==> config.mk <==
export PLATFORM = sky130hd
export DESIGN_NAME = selseq_top
export DESIGN_NICKNAME = d
export VERILOG_FILES = /design/src/rtl/selseq_pkg.sv /design/src/rtl/selseq_ident_chk.sv /design/src/rtl/selseq_len_calc.sv /design/src/rtl/selseq_status.sv /design/src/rtl/selseq_top.sv
export SDC_FILE = /design/constraint.sdc
export NUM_CORES = 1
export LEC_CHECK = 0
export CAP_MARGIN = 10
export CORE_ASPECT_RATIO = 1.4
export CORE_UTILIZATION = 35
export CTS_CLUSTER_DIAMETER = 80
export DETAILED_ROUTE_END_ITERATION = 10
export GPL_ROUTABILITY_DRIVEN = 0
export PLACE_DENSITY = 0.58
export SETUP_SLACK_MARGIN = 0.3
export SLEW_MARGIN = 0
export SYNTH_ARGS = -nofsm -noshare
export SYNTH_HDL_FRONTEND = slang
export SYNTH_SLANG_ARGS = --single-unit
==> constraint.sdc <==
create_clock -name clk -period 3.3 [get_ports clk]
set_input_delay 0.66 -clock clk [delete_from_list [all_inputs] [get_ports clk]]
set_output_delay 0.66 -clock clk [all_outputs]
set_load 0.005 [all_outputs]
==> src/rtl/selseq_pkg.sv <==
package selseq_pkg;
    localparam int BYTE_W = 8;
    localparam int PH_W   = 3;
    localparam int STEP_W = 3;

    typedef enum logic [2:0] {
        ST_IDLE,
        ST_PROBE,
        ST_MSG,
        ST_IDENT,
        ST_CMD,
        ST_RESP
    } seq_state_t;

    typedef enum logic [1:0] {
        K_PLAIN = 2'd0,
        K_ATN   = 2'd1,
        K_STOP  = 2'd2,
        K_ATN3  = 2'd3
    } sel_kind_t;

    localparam logic [PH_W-1:0] PH_DOUT   = 3'd0;
    localparam logic [PH_W-1:0] PH_DIN    = 3'd1;
    localparam logic [PH_W-1:0] PH_CMD    = 3'd2;
    localparam logic [PH_W-1:0] PH_STATUS = 3'd3;
    localparam logic [PH_W-1:0] PH_MOUT   = 3'd6;

    localparam logic [1:0] RSP_STATUS = 2'd0;
    localparam logic [1:0] RSP_DIN    = 2'd1;
    localparam logic [1:0] RSP_DOUT   = 2'd2;

    function automatic logic [1:0] msg_need(input sel_kind_t k);
        unique case (k)
            K_PLAIN: msg_need = 2'd0;
            K_ATN3:  msg_need = 2'd3;
            default: msg_need = 2'd1;
        endcase
    endfunction
endpackage

==> src/rtl/selseq_ident_chk.sv <==
module selseq_ident_chk
    import selseq_pkg::*;
(
    input  logic [BYTE_W-1:0] ident,
    output logic              ok
);
    logic lun_zero;
    logic hdr_good;

    always_comb begin
        lun_zero = (ident[2:0] == 3'b000);
        hdr_good = (ident[7:3] == 5'b10000) || (ident[7:3] == 5'b11000);
        ok       = lun_zero && hdr_good;
    end
endmodule

==> src/rtl/selseq_len_calc.sv <==
module selseq_len_calc
    import selseq_pkg::*;
#(
    parameter int LEN_W = 17
) (
    input  logic [BYTE_W-1:0] lo,
    input  logic [BYTE_W-1:0] mid,
    output logic [LEN_W-1:0]  len
);
    localparam int RAW_W = 2 * BYTE_W;
    localparam logic [LEN_W-1:0] FULL = LEN_W'(1) << RAW_W;

    logic [RAW_W-1:0] raw;

    always_comb begin
        raw = {mid, lo};
        len = (raw == '0) ? FULL : LEN_W'(raw);
    end
endmodule

==> src/rtl/selseq_status.sv <==
module selseq_status
    import selseq_pkg::*;
(
    input  logic              clk,
    input  logic              rst_n,
    input  logic              clr,
    input  logic              ph_we,
    input  logic [PH_W-1:0]   ph_val,
    input  logic              done,
    input  logic              fc_set,
    input  logic              bs_set,
    input  logic              dis_set,
    input  logic [STEP_W-1:0] step_val,
    input  logic              tc_set,
    input  logic              conn_we,
    input  logic              conn_val,
    output logic              irq,
    output logic              fc,
    output logic              bs,
    output logic              dis,
    output logic              tc,
    output logic [STEP_W-1:0] step,
    output logic [PH_W-1:0]   phase,
    output logic              conn
);
    always_ff @(posedge clk or negedge rst_n) begin
        if (!rst_n) begin
            irq   <= 1'b0;
            fc    <= 1'b0;
            bs    <= 1'b0;
            dis   <= 1'b0;
            tc    <= 1'b0;
            step  <= '0;
            phase <= '0;
            conn  <= 1'b0;
        end else begin
            if (clr) begin
                irq  <= 1'b0;
                fc   <= 1'b0;
                bs   <= 1'b0;
                dis  <= 1'b0;
                tc   <= 1'b0;
                step <= '0;
            end
            if (ph_we)   phase <= ph_val;
            if (tc_set)  tc    <= 1'b1;
            if (conn_we) conn  <= conn_val;
            if (done) begin
                irq  <= 1'b1;
                step <= step_val;
                if (fc_set)  fc  <= 1'b1;
                if (bs_set)  bs  <= 1'b1;
                if (dis_set) dis <= 1'b1;
            end
        end
    end
endmodule

==> src/rtl/selseq_top.sv <==
module selseq_top
    import selseq_pkg::*;
#(
    parameter int FCNT_W = 5,
    parameter int LEN_W  = 17
) (
    input  logic              clk,
    input  logic              rst_n,
    input  logic              cmd_valid,
    input  logic [1:0]        cmd_kind,
    input  logic              cmd_dma,
    input  logic [7:0]        cnt_lo,
    input  logic [7:0]        cnt_mid,
    input  logic [2:0]        sel_id,
    output logic              busy,
    input  logic [FCNT_W-1:0] fifo_count,
    input  logic [7:0]        fifo_rdata,
    output logic              fifo_pop,
    output logic              fifo_flush,
    output logic [LEN_W-1:0]  dma_addr,
    output logic              dma_rd,
    input  logic [7:0]        dma_rdata,
    input  logic              tgt_present,
    output logic [2:0]        tgt_id,
    output logic              cmd_out_valid,
    output logic [7:0]        cmd_out_data,
    output logic              cmd_out_last,
    input  logic              tgt_resp_valid,
    input  logic [1:0]        tgt_resp,
    output logic              irq,
    output logic [7:0]        stat_o,
    output logic              cause_fc,
    output logic              cause_bs,
    output logic              cause_dis,
    output logic [2:0]        step,
    output logic              connected
);
    localparam logic [LEN_W-1:0]  LEN_ONE  = LEN_W'(1);
    localparam logic [FCNT_W-1:0] FIFO_ONE = FCNT_W'(1);

    seq_state_t        state, nxt;
    sel_kind_t         kind_q;
    logic              dma_q;
    logic [LEN_W-1:0]  len_q, len_in, idx_q;
    logic [1:0]        msg_cnt, need;
    logic [7:0]        id_q;
    logic [2:0]        tid_q;
    logic              id_ok, fifo_any;

    logic              st_clr, ph_we, done, fc_s, bs_s, dis_s, tc_s, conn_we, conn_v;
    logic [PH_W-1:0]   ph_val;
    logic [STEP_W-1:0] step_v;
    logic              tc_q;
    logic [PH_W-1:0]   phase_q;

    selseq_len_calc #(.LEN_W(LEN_W)) u_len (
        .lo (cnt_lo),
        .mid(cnt_mid),
        .len(len_in)
    );

    selseq_ident_chk u_id (
        .ident(id_q),
        .ok   (id_ok)
    );

    selseq_status u_stat (
        .clk     (clk),
        .rst_n   (rst_n),
        .clr     (st_clr),
        .ph_we   (ph_we),
        .ph_val  (ph_val),
        .done    (done),
        .fc_set  (fc_s),
        .bs_set  (bs_s),
        .dis_set (dis_s),
        .step_val(step_v),
        .tc_set  (tc_s),
        .conn_we (conn_we),
        .conn_val(conn_v),
        .irq     (irq),
        .fc      (cause_fc),
        .bs      (cause_bs),
        .dis     (cause_dis),
        .tc      (tc_q),
        .step    (step),
        .phase   (phase_q),
        .conn    (connected)
    );

    assign need     = msg_need(kind_q);
    assign fifo_any = (fifo_count != '0);
    assign busy     = (state != ST_IDLE);
    assign tgt_id   = tid_q;
    assign dma_addr = idx_q;
    assign stat_o   = {irq, 2'b00, tc_q, 1'b0, phase_q};

    // State register
    always_ff @(posedge clk or negedge rst_n) begin
        if (!rst_n) state <= ST_IDLE;
        else        state <= nxt;
    end

    // Next state and strobes
    always_comb begin
        nxt           = state;
        fifo_pop      = 1'b0;
        fifo_flush    = 1'b0;
        dma_rd        = 1'b0;
        cmd_out_valid = 1'b0;
        cmd_out_last  = 1'b0;
        cmd_out_data  = dma_q ? dma_rdata : fifo_rdata;
        st_clr        = 1'b0;
        ph_we         = 1'b0;
        ph_val        = PH_CMD;
        done          = 1'b0;
        fc_s          = 1'b0;
        bs_s          = 1'b0;
        dis_s         = 1'b0;
        tc_s          = 1'b0;
        step_v        = '0;
        conn_we       = 1'b0;
        conn_v        = 1'b0;
        unique case (state)
            ST_IDLE: begin
                if (cmd_valid) begin
                    st_clr = 1'b1;
                    nxt    = ST_PROBE;
                end
            end
            ST_PROBE: begin
                if (!tgt_present) begin
                    done = 1'b1; dis_s = 1'b1; fifo_flush = 1'b1;
                    conn_we = 1'b1;
                    nxt = ST_IDLE;
                end else if (need == 2'd0) begin
                    ph_we = 1'b1; ph_val = PH_CMD;
                    nxt = ST_CMD;
                end else begin
                    ph_we = 1'b1; ph_val = PH_MOUT;
                    nxt = ST_MSG;
                end
            end
            ST_MSG: begin
                if (fifo_any) begin
                    fifo_pop = 1'b1;
                    if (msg_cnt == need - 2'd1) nxt = ST_IDENT;
                end
            end
            ST_IDENT: begin
                if (!id_ok) begin
                    done = 1'b1; dis_s = 1'b1; fifo_flush = 1'b1;
                    conn_we = 1'b1;
                    nxt = ST_IDLE;
                end else if (kind_q == K_STOP) begin
                    done = 1'b1; fc_s = 1'b1; bs_s = 1'b1; step_v = 3'd1;
                    conn_we = 1'b1; conn_v = 1'b1;
                    nxt = ST_IDLE;
                end else begin
                    ph_we = 1'b1; ph_val = PH_CMD;
                    nxt = ST_CMD;
                end
            end
            ST_CMD: begin
                if (dma_q) begin
                    dma_rd = 1'b1;
                    cmd_out_valid = 1'b1;
                    if (idx_q == len_q - LEN_ONE) begin
                        cmd_out_last = 1'b1;
                        tc_s = 1'b1;
                        nxt = ST_RESP;
                    end
                end else if (fifo_any) begin
                    fifo_pop = 1'b1;
                    cmd_out_valid = 1'b1;
                    if (fifo_count == FIFO_ONE) begin
                        cmd_out_last = 1'b1;
                        nxt = ST_RESP;
                    end
                end else begin
                    nxt = ST_RESP;
                end
            end
            ST_RESP: begin
                if (tgt_resp_valid) begin
                    nxt = ST_IDLE;
                    done = 1'b1;
                    conn_we = 1'b1;
                    if (tgt_resp == 2'd3) begin
                        dis_s = 1'b1; fifo_flush = 1'b1;
                    end else begin
                        fc_s = 1'b1; bs_s = 1'b1; step_v = 3'd4; conn_v = 1'b1;
                        ph_we = 1'b1;
                        ph_val = (tgt_resp == RSP_DOUT) ? PH_DOUT :
                                 (tgt_resp == RSP_DIN)  ? PH_DIN  : PH_STATUS;
                    end
                end
            end
            default: nxt = ST_IDLE;
        endcase
    end

    // Sequence datapath
    always_ff @(posedge clk or negedge rst_n) begin
        if (!rst_n) begin
            kind_q  <= K_PLAIN;
            dma_q   <= 1'b0;
            len_q   <= '0;
            idx_q   <= '0;
            msg_cnt <= '0;
            id_q    <= '0;
            tid_q   <= '0;
        end else begin
            if (state == ST_IDLE && cmd_valid) begin
                kind_q  <= sel_kind_t'(cmd_kind);
                dma_q   <= cmd_dma;
                len_q   <= len_in;
                tid_q   <= sel_id;
                idx_q   <= '0;
                msg_cnt <= '0;
            end
            if (state == ST_MSG && fifo_pop) begin
                if (msg_cnt == 2'd0) id_q <= fifo_rdata;
                msg_cnt <= msg_cnt + 2'd1;
            end
            if (dma_rd) idx_q <= idx_q + LEN_ONE;
        end
    end
endmodule

==> qor.txt, run 1 <==
period utilization: 102%
RSZ-0062 raised after global routing: true
Cells after Synth: 364
via count: 3408
initial detailed-routing violation count: 155
commonest non-fill, non-tap cells in the layout: clkdlybuf4s50_1 (92), dfrtp_1 (63), buf_4 (36), nand2_1 (33), mux2_2 (26)
Starting Density: 36.2%
TritonCTS buffer count: 9
HPWL Detailed: 7600 um
wire per inst: 16.3 um
CP Cell Sequence: inv_2 > ha_4 > or3b_4 > buf_6 > nor4_2 > a31oi_1 > or4b_1 > a21o_1 > o21ai_4 > buf_2
H-tree depth: 3
Placement Setup Slack: -121 ps
DRC: 0
antenna violations before repair: 0
share of post-route cells with drive strength above 1: 24.1%
clk_skew: 8.92 ps
Tmin final: 3380 ps
crit path DAT: 2720 ps
fill count: 900
Pwr Total: 4.47 mW
Worst VDD drop: 371 uV
Max Fclk: 0.296 GHz
Post-Syn Area per Cell: 9.96 sq um
all-layer global routing usage: 21.3%
Hold Fails Final Rpt: 0
end of the worst register-to-register path: u_stat.tc
die area: 10800 sq um
Ys Warns: 0
Worst-path clk slew: 50 ps
Least-Margin Pin Slew: 748 ps
Async SR Flop Fraction: 100%
CP Class: flop to output pin
Worst Setup SP: len_q[1]
dpl cells: 606
Worst Setup Start Kind: flop
outcome: complete, but fails checks
Die Y: 122 um
Cell Area, Synth: 3630 sq um
Synth cell types: 53
core region area: 10000 sq um
max_cap viols: 0
latest clock arrival within the worst-skew pair: 330 ps
Final WS setup: -82.4 ps
#FFs+latches synth: 63
Routed Antenna Nets: 0
LEAKAGE: 2.44 nW
commonest non-fill, non-tap cell in the layout: clkdlybuf4s50_1
critical path's slowest cell: or4b_1
Hold WC Path Type: primary input to asynchronous set/reset pin
crit end category: output pin
Synth top area share: 43.5%
global-route wire length before repair: 17300 um
fin nets: 559
final setup TNS: -161 ps
Layout Cells excl Fill: 641
Area contributors post-synth: dfrtp_1 (43%), mux2_2 (8.1%), xnor2_1 (4.1%), nand2_1 (3.4%), a22o_1 (3.1%)
root buf cell: clkbuf_16
CTS tree: done
Synth area leader: dfrtp_1
area occupied by multi-input gates: 2020 sq um
P per Cell Area: 806 nW/um^2
TritonRoute pass-1 iters: 4
Worst EP required: 2640 ps
critical path's largest stage delay: 530 ps
CTS max path bufs: 2
drt total wl: 10500 um
Congestion Overflow GR: 0
cts-stage hold buffer count: 0
Site Rows: 43
Max FO, Critical Path: 2
antenna fix cells: 0
TritonCTS Sinks: 63
vias in the first global route: 3574
reg-to-reg startpoint: len_q[1]
Final setup violation count: 2
largest net degree at the start of global routing: 35
top_reg_cell synth: dfrtp_1
Vias/cell: 5.32
Worst R2R Path Depth: 22
register area share after synthesis: 43.5%
Pins Over Slew Limit: 0
R2R setup slack: -80 ps
Post-synth EDFFs: 0
Slew headroom: 50.1%
Register Area: 1580 sq um
failing checks: setup timing
IO Pins: 100
I/O Buffers: 95
Synth-to-Final Area Change: 52.9%
Die Wd: 88.0 um
==> metal layers <==
metal | part of all wire (%) | global-route usage (%) | wire [um] | vias up
met5 | 0 | 0 | 0 | -
met1 | 39 | 23.8 | 4120 | 1657
met4 | 4.2 | 13.1 | 438 | 0
li1 | - | - | - | 1605
met3 | 5.4 | 3.97 | 562 | 29
met2 | 51 | 36.9 | 5360 | 117
==> cells in the mapped netlist, drive strengths merged (2+ instances only) <==
cell type,number
buf,11
or4,4
inv,12
nand3,13
a22oi,2
nand2,33
xnor2,17
a21o,7
ha,7
a22o,13
xor2,11
a31oi,5
a21oi,6
nor2,20
o211ai,2
nor3b,2
or2,2
and2,2
or3,4
o22ai,7
dfrtp,63
nand4,8
o31ai,6
nor4,12
nand2b,3
and3,6
clkbuf,11
a31o,2
o21ai,18
mux2i,6
mux2,26
nor3,8
==> worst max-delay path: cells and delay by family (launching register included) <==
family          cells  cell delay, ps
flops               1             390
simple gates        3            1060
buf+inv             3             340
fa+ha+maj           1             120
compound gates      3             470
==> where the power goes <==
part | switching [mW] | leakage (nW) | internal, mW
clock | 0.329 | 0.165 | 0.716
sequential | 0.239 | 0.806 | 1.03
combinational | 1.00 | 1.47 | 1.16
total | 1.57 | 2.44 | 2.90
==> area by class of cell <==
cell class | instances | area share (%)
tap | 135 | 3.05
multi-input combinational | 270 | 36.4
sequential | 63 | 28.4
inverter | 12 | 0.812
timing repair buffer | 146 | 25.3
clock inverter | 3 | 1.17
clock buffer | 12 | 4.81
==> kinds of logic after synthesis <==
kind of cell / count (synthesis) / share of synthesized area (%)
xor gates and xnor gates: 28 / 6.76
buffers and inverters: 34 / 4.49
other: 1 / 0.103
muxes: 32 / 9.73
DFF: 63 / 43.5
and+or+nand+nor: 123 / 18.4
AOI/OAI and AO/OA: 76 / 14.6
adders and majority gates: 7 / 2.42
==> through the flow <==
stage               cell area, sq um  hold WS, ps  utilization, %
floorplan                       3640          364               -
global placement                4880          462            48.8
detailed placement              4880          470            48.8
CTS                             5470          415            54.6
global route                    5550          458            55.4
finish                          5550          394            55.4
==> worst max path at each step <==
| stage | endpoint | slack (ps) |
|---|---|---|
| 2_1_floorplan | cmd_out_last | 440 |
| 3_3_place_gp | cmd_out_last | -110 |
| 3_5_place_dp | cmd_out_last | -120 |
| 4_1_cts | cmd_out_last | -60 |
| 5_1_grt | u_stat.tc | -200 |
| 6_report | cmd_out_last | -80 |
==> repair_timing <==
item | in CTS | in global routing
pin swaps | 7 | 5
resized for setup | 31 | 12
setup buffers | 18 | 2
endpoints found under the setup margin | 2 | 3
cloned | 0 | 0
==> registers in the layout, summed over array words and instances (netlist names), 2 cells and up <==
| name | count |
|---|---|
| u_stat.phase | 3 |
| u_stat.step | 2 |
| id_q | 7 |
| msg_cnt | 2 |
| len_q | 17 |
| state | 3 |
| dma_addr | 17 |
| kind_q | 2 |
| tgt_id | 3 |
Power figures use the tool's default switching activity.
==> inputs of run 2 (changes only) <==
CORE_MARGIN = 2   (was unset)
==> run 2 against run 1 <==
- the run now ends clean
- clock power down 10%
- total power decreased by 5.2%
- register-to-register slack better by 970 ps
- wire length rose by 0.42%
- flip-flop and latch count unchanged
- global-route usage decreased by 2.0 points
- final area is 5.8% lower
- largest power group unchanged
==> qor.txt, run 2 (synthesized netlist as in run 1, its figures left out) <==
outcome: finished clean
Post-DP Area: 4840 sq um
wire per inst: 16.9 um
fin area: 5220 sq um
P per Cell Area: 812 nW/um^2
period utilization: 96.1%
fin nets: 536
Tmin final: 3170 ps
clk_skew: 5.02 ps
root buf cell: clkbuf_16
antenna violations before repair: 0
wire length on met2: 5640 um
Site Rows: 44
all-layer global routing usage: 19.3%
Worst Setup SP: dma_addr[16]
crit end category: output pin
CP Cell Sequence: xnor2_1 > xnor2_2 > a31oi_1 > or4b_1 > a21o_1 > o21ai_1 > buf_2
TritonCTS buffer count: 9
Worst EP required: 2640 ps
CTS max path bufs: 2
top layer in use: met4
via count: 3320
global-route wire length before repair: 17000 um
delay-heaviest family, CP: XOR/XNOR gates
commonest non-fill, non-tap cell in the layout: clkdlybuf4s50_1
CP Class: flop to output pin
critical path's largest stage delay: 550 ps
fin util: 51.0%
Pwr Total: 4.24 mW
I/O Buffers: 95
CTS tree: done
Slew headroom: 45.3%
Hold Fails Final Rpt: 0
critical path's slowest cell: xnor2_1
fill count: 971
Vias/cell: 5.34
Worst Setup Start Kind: flop
Max FO, Critical Path: 4
Congestion Overflow GR: 0
DRC: 0
HPWL Detailed: 7800 um
Starting Density: 35.4%
Worst VDD drop: 365 uV
RSZ-0062 raised after global routing: true
TritonRoute pass-1 iters: 4
Hold WC Path Type: primary input to asynchronous set/reset pin
antenna fix cells: 0
LEAKAGE: 2.27 nW
Synth-to-Final Area Change: 44.0%
Routed Antenna Nets: 0
WL met3: 526 um
drt total wl: 10500 um
share of post-route cells with drive strength above 1: 19.8%
latest clock arrival within the worst-skew pair: 340 ps
TritonCTS Sinks: 63
Max Fclk: 0.315 GHz
initial detailed-routing violation count: 124
core region area: 10200 sq um
H-tree depth: 3
Final setup violation count: 0
commonest non-fill, non-tap cells in the layout: clkdlybuf4s50_1 (92), dfrtp_1 (63), nand2_1 (33), buf_4 (28), mux2_2 (26)
WP buf/inv: 1
crit path DAT: 2510 ps
Die Y: 124 um
vias in the first global route: 3471
Die Wd: 90.0 um
hold_ws: 489 ps
die area: 11200 sq um
wl on met1: 3910 um
Least-Margin Pin Slew: 820 ps
largest net degree at the start of global routing: 64
max_cap viols: 0
final setup TNS: 0 ps
reg-to-reg startpoint: dma_addr[16]
IO Pins: 100
Worst-path clk slew: 50 ps
Pins Over Slew Limit: 0
[run 2: cell count changes in the layout (fill, tap and decap cells not counted), moves of 2 or more]
cell      change
buf_6        -12
buf_4         -8
nor4_2        +3
nor4_4        -3
buf_12        -2
clkbuf_1      +2
clkbuf_8      -2
clkinv_2      +2
inv_1         +2
inv_2         -2
[run 2: stage by stage]
step / cells / worst slack [ps]
after floorplan: 367 / 444
after global placement: 604 / 57.0
after detailed placement: 604 / -3.23
after CTS: 622 / 113
after global routing: 622 / 15.9
final: 622 / 130
[run 2: area by class of cell]
| cell class | count | area, sq um | share of cell area [%] |
|---|---|---|---|
| inverters | 12 | 45.0 | 0.862 |
| flip-flops and latches | 63 | 1580 | 30.2 |
| repair buffers | 123 | 1150 | 22.1 |
| clock inverters | 4 | 45.0 | 0.862 |
| multi-input cells | 270 | 1980 | 38.0 |
| clock buffers | 12 | 246 | 4.72 |
| well taps | 138 | 173 | 3.31 |
[run 2: power by group]
group          switching (mW)  internal, mW  leakage, nW  total, mW
Sequential              0.235          1.03        0.806       1.27
Combinational           0.971          1.06         1.32       2.03
Clock                   0.341         0.601        0.146      0.942
Total                    1.55          2.69         2.27       4.24
[run 2: layer usage]
metal	global-route usage, %	up-vias
li1	-	1551
met1	19.7	1632
met2	35.3	107
met3	5.08	30
met4	10.3	0
met5	0	-
[run 2: path summary, 6_finish.rpt]
path	end	slack [ps]	depth (start not counted)
setup / recovery	cmd_out_last	130	7
hold / removal	u_stat.step[0]	490	2
setup reg to reg	state[0]	890	7
hold reg to reg	u_stat.bs	490	1
max in group asynchronous	len_q[4]	2260	2
min in group clk	u_stat.bs	490	1
[run 2: what timing repair did]
action,in CTS,in global routing
endpoints found under the setup margin,3,3
endpoints found under the hold margin,0,0
hold buffers,0,0
pin swaps,3,2
gates resized for setup,12,10
buffers inserted,2,0
==> inputs of run 3 (changes only) <==
clock period = 3.4 ns   (was 3.3 ns; I/O delays follow)
==> run 3 against run 2 <==
- global-route usage decreased by 0.95 points
- via count decreased by 3.0%
- final area decreased by 2.0%
- sequential share of layout area increased by 0.63 points
- core utilization decreased by 1.0 points
- non-clock buffer count decreased by 9
- largest cell class unchanged
- critical endpoint unchanged
- count of clock-buffer cells in the layout increased by 1
==> qor.txt, run 3 (synthesized netlist as in run 1, its figures left out) <==
outcome: finished clean
max_cap viols: 0
Tmin final: 3220 ps
CP Class: flop to output pin
Synth-to-Final Area Change: 41.1%
Die Wd: 90.0 um
fin area: 5120 sq um
DRC: 0
Pins Over Slew Limit: 0
clk_skew: 4.05 ps
antenna fix cells: 0
wire per inst: 16.5 um
all-layer global routing usage: 18.3%
root buf cell: clkbuf_16
fin util: 50.0%
Max Fclk: 0.311 GHz
Worst Setup Start Kind: flop
TritonCTS Sinks: 63
Congestion Overflow GR: 0
TritonCTS buffer count: 9
Worst-path clk slew: 50 ps
initial detailed-routing violation count: 147
latest clock arrival within the worst-skew pair: 330 ps
Slew headroom: 65.0%
Site Rows: 44
CTS max path bufs: 2
commonest non-fill, non-tap cells in the layout: clkdlybuf4s50_1 (93), dfrtp_1 (63), nand2_1 (33), mux2_2 (26), nor2_1 (20)
Vias/cell: 5.27
P per Cell Area: 770 nW/um^2
H-tree depth: 3
IO Pins: 100
Worst R2R Path Depth: 9
I/O Buffers: 95
share of post-route cells with drive strength above 1: 17.5%
CTS tree: done
cts-stage hold buffer count: 0
Worst VDD drop: 382 uV
vias in the first global route: 3256
largest net degree at the start of global routing: 45
Routed Antenna Nets: 0
LEAKAGE: 2.19 nW
Pwr Total: 3.94 mW
crit end category: output pin
fin nets: 527
Starting Density: 35.4%
core region area: 10200 sq um
Post-DP Area: 4780 sq um
global-route wire length before repair: 16400 um
period utilization: 94.6%
Least-Margin Pin Slew: 521 ps
Hold Fails Final Rpt: 0
Hold WC Path Type: primary input to asynchronous set/reset pin
TritonRoute pass-1 iters: 4
commonest non-fill, non-tap cell in the layout: clkdlybuf4s50_1
final setup TNS: 0 ps
Max FO, Critical Path: 3
hold_ws: 262 ps
HPWL Detailed: 7720 um
antenna violations before repair: 0
Worst EP required: 2720 ps
RSZ-0062 raised after global routing: true
Die Y: 124 um
via count: 3219
Final setup violation count: 0
drt total wl: 10100 um
crit path DAT: 2540 ps
die area: 11200 sq um
run 3: cell count changes in the layout (fill, tap and decap cells not counted), sizes merged:
| cell | previous run | this run |
|---|---|---|
| clkbuf | 12 | 13 |
| dlymetal6s2s | 1 | 0 |
| clkinv | 3 | 1 |
| buf | 30 | 21 |
| bufinv | 1 | 0 |
| clkdlybuf4s50 | 92 | 93 |
run 3: critical path, stage by stage (launching register included):
cell	delay, ps
dfrtp_1	380
inv_1	60
ha_2	170
or3b_4	410
xnor2_2	140
a31oi_1	90
or4b_1	470
a21o_1	200
o21ai_2	150
buf_2	140
run 3: per-layer routing:
layer / up-vias / global-route usage (%) / routed length, um
met5: - / 0 / 0
li1: 1534 / - / -
met3: 11 / 4.23 / 454
met1: 1582 / 20.6 / 3920
met4: 0 / 6.88 / 172
met2: 92 / 33.3 / 5560
run 3: worst paths after layout:
path / start / endpoint / slack, ps
min: rst_n / u_stat.phase[1] / 260
max: len_q[1] / cmd_out_last / 180
min in group clk: u_stat.phase[0] / u_stat.phase[0] / 490
max reg2reg: len_q[1] / state[0] / 1020
min reg2reg: u_stat.phase[0] / u_stat.phase[0] / 490
max in group asynchronous: rst_n / len_q[4] / 2430
run 3: layout make-up:
class | instances | area (sq um)
clock buffers | 13 | 260
clock inverters | 1 | 5.00
fillers | 969 | 5120
inverters | 12 | 45.0
multi-input cells | 270 | 1970
flip-flops and latches | 63 | 1580
well taps | 138 | 173
repair buffers | 114 | 1080
run 3: where the power goes:
| part | leakage (nW) | total, mW | switching [mW] | internal, mW |
|---|---|---|---|---|
| clock network | 0.132 | 0.822 | 0.299 | 0.523 |
| logic | 1.25 | 1.85 | 0.884 | 0.970 |
| registers | 0.806 | 1.26 | 0.263 | 1.00 |
| total | 2.19 | 3.94 | 1.45 | 2.49 |
run 3: what timing repair did:
| item | CTS | global route |
|---|---|---|
| cloned | 0 | 0 |
| hold endpoints to repair | 0 | 0 |
| gates resized for setup | 11 | 8 |
| endpoints found under the setup margin | 2 | 2 |
| pin swaps | 3 | 7 |
| setup buffers | 1 | 0 |
run 3: metrics by stage:
step	worst slack (ps)	cells
CTS	148	611
detailed placement	25.6	596
floorplan	524	367
global route	64.6	611
global placement	87.2	596
finish	184	611
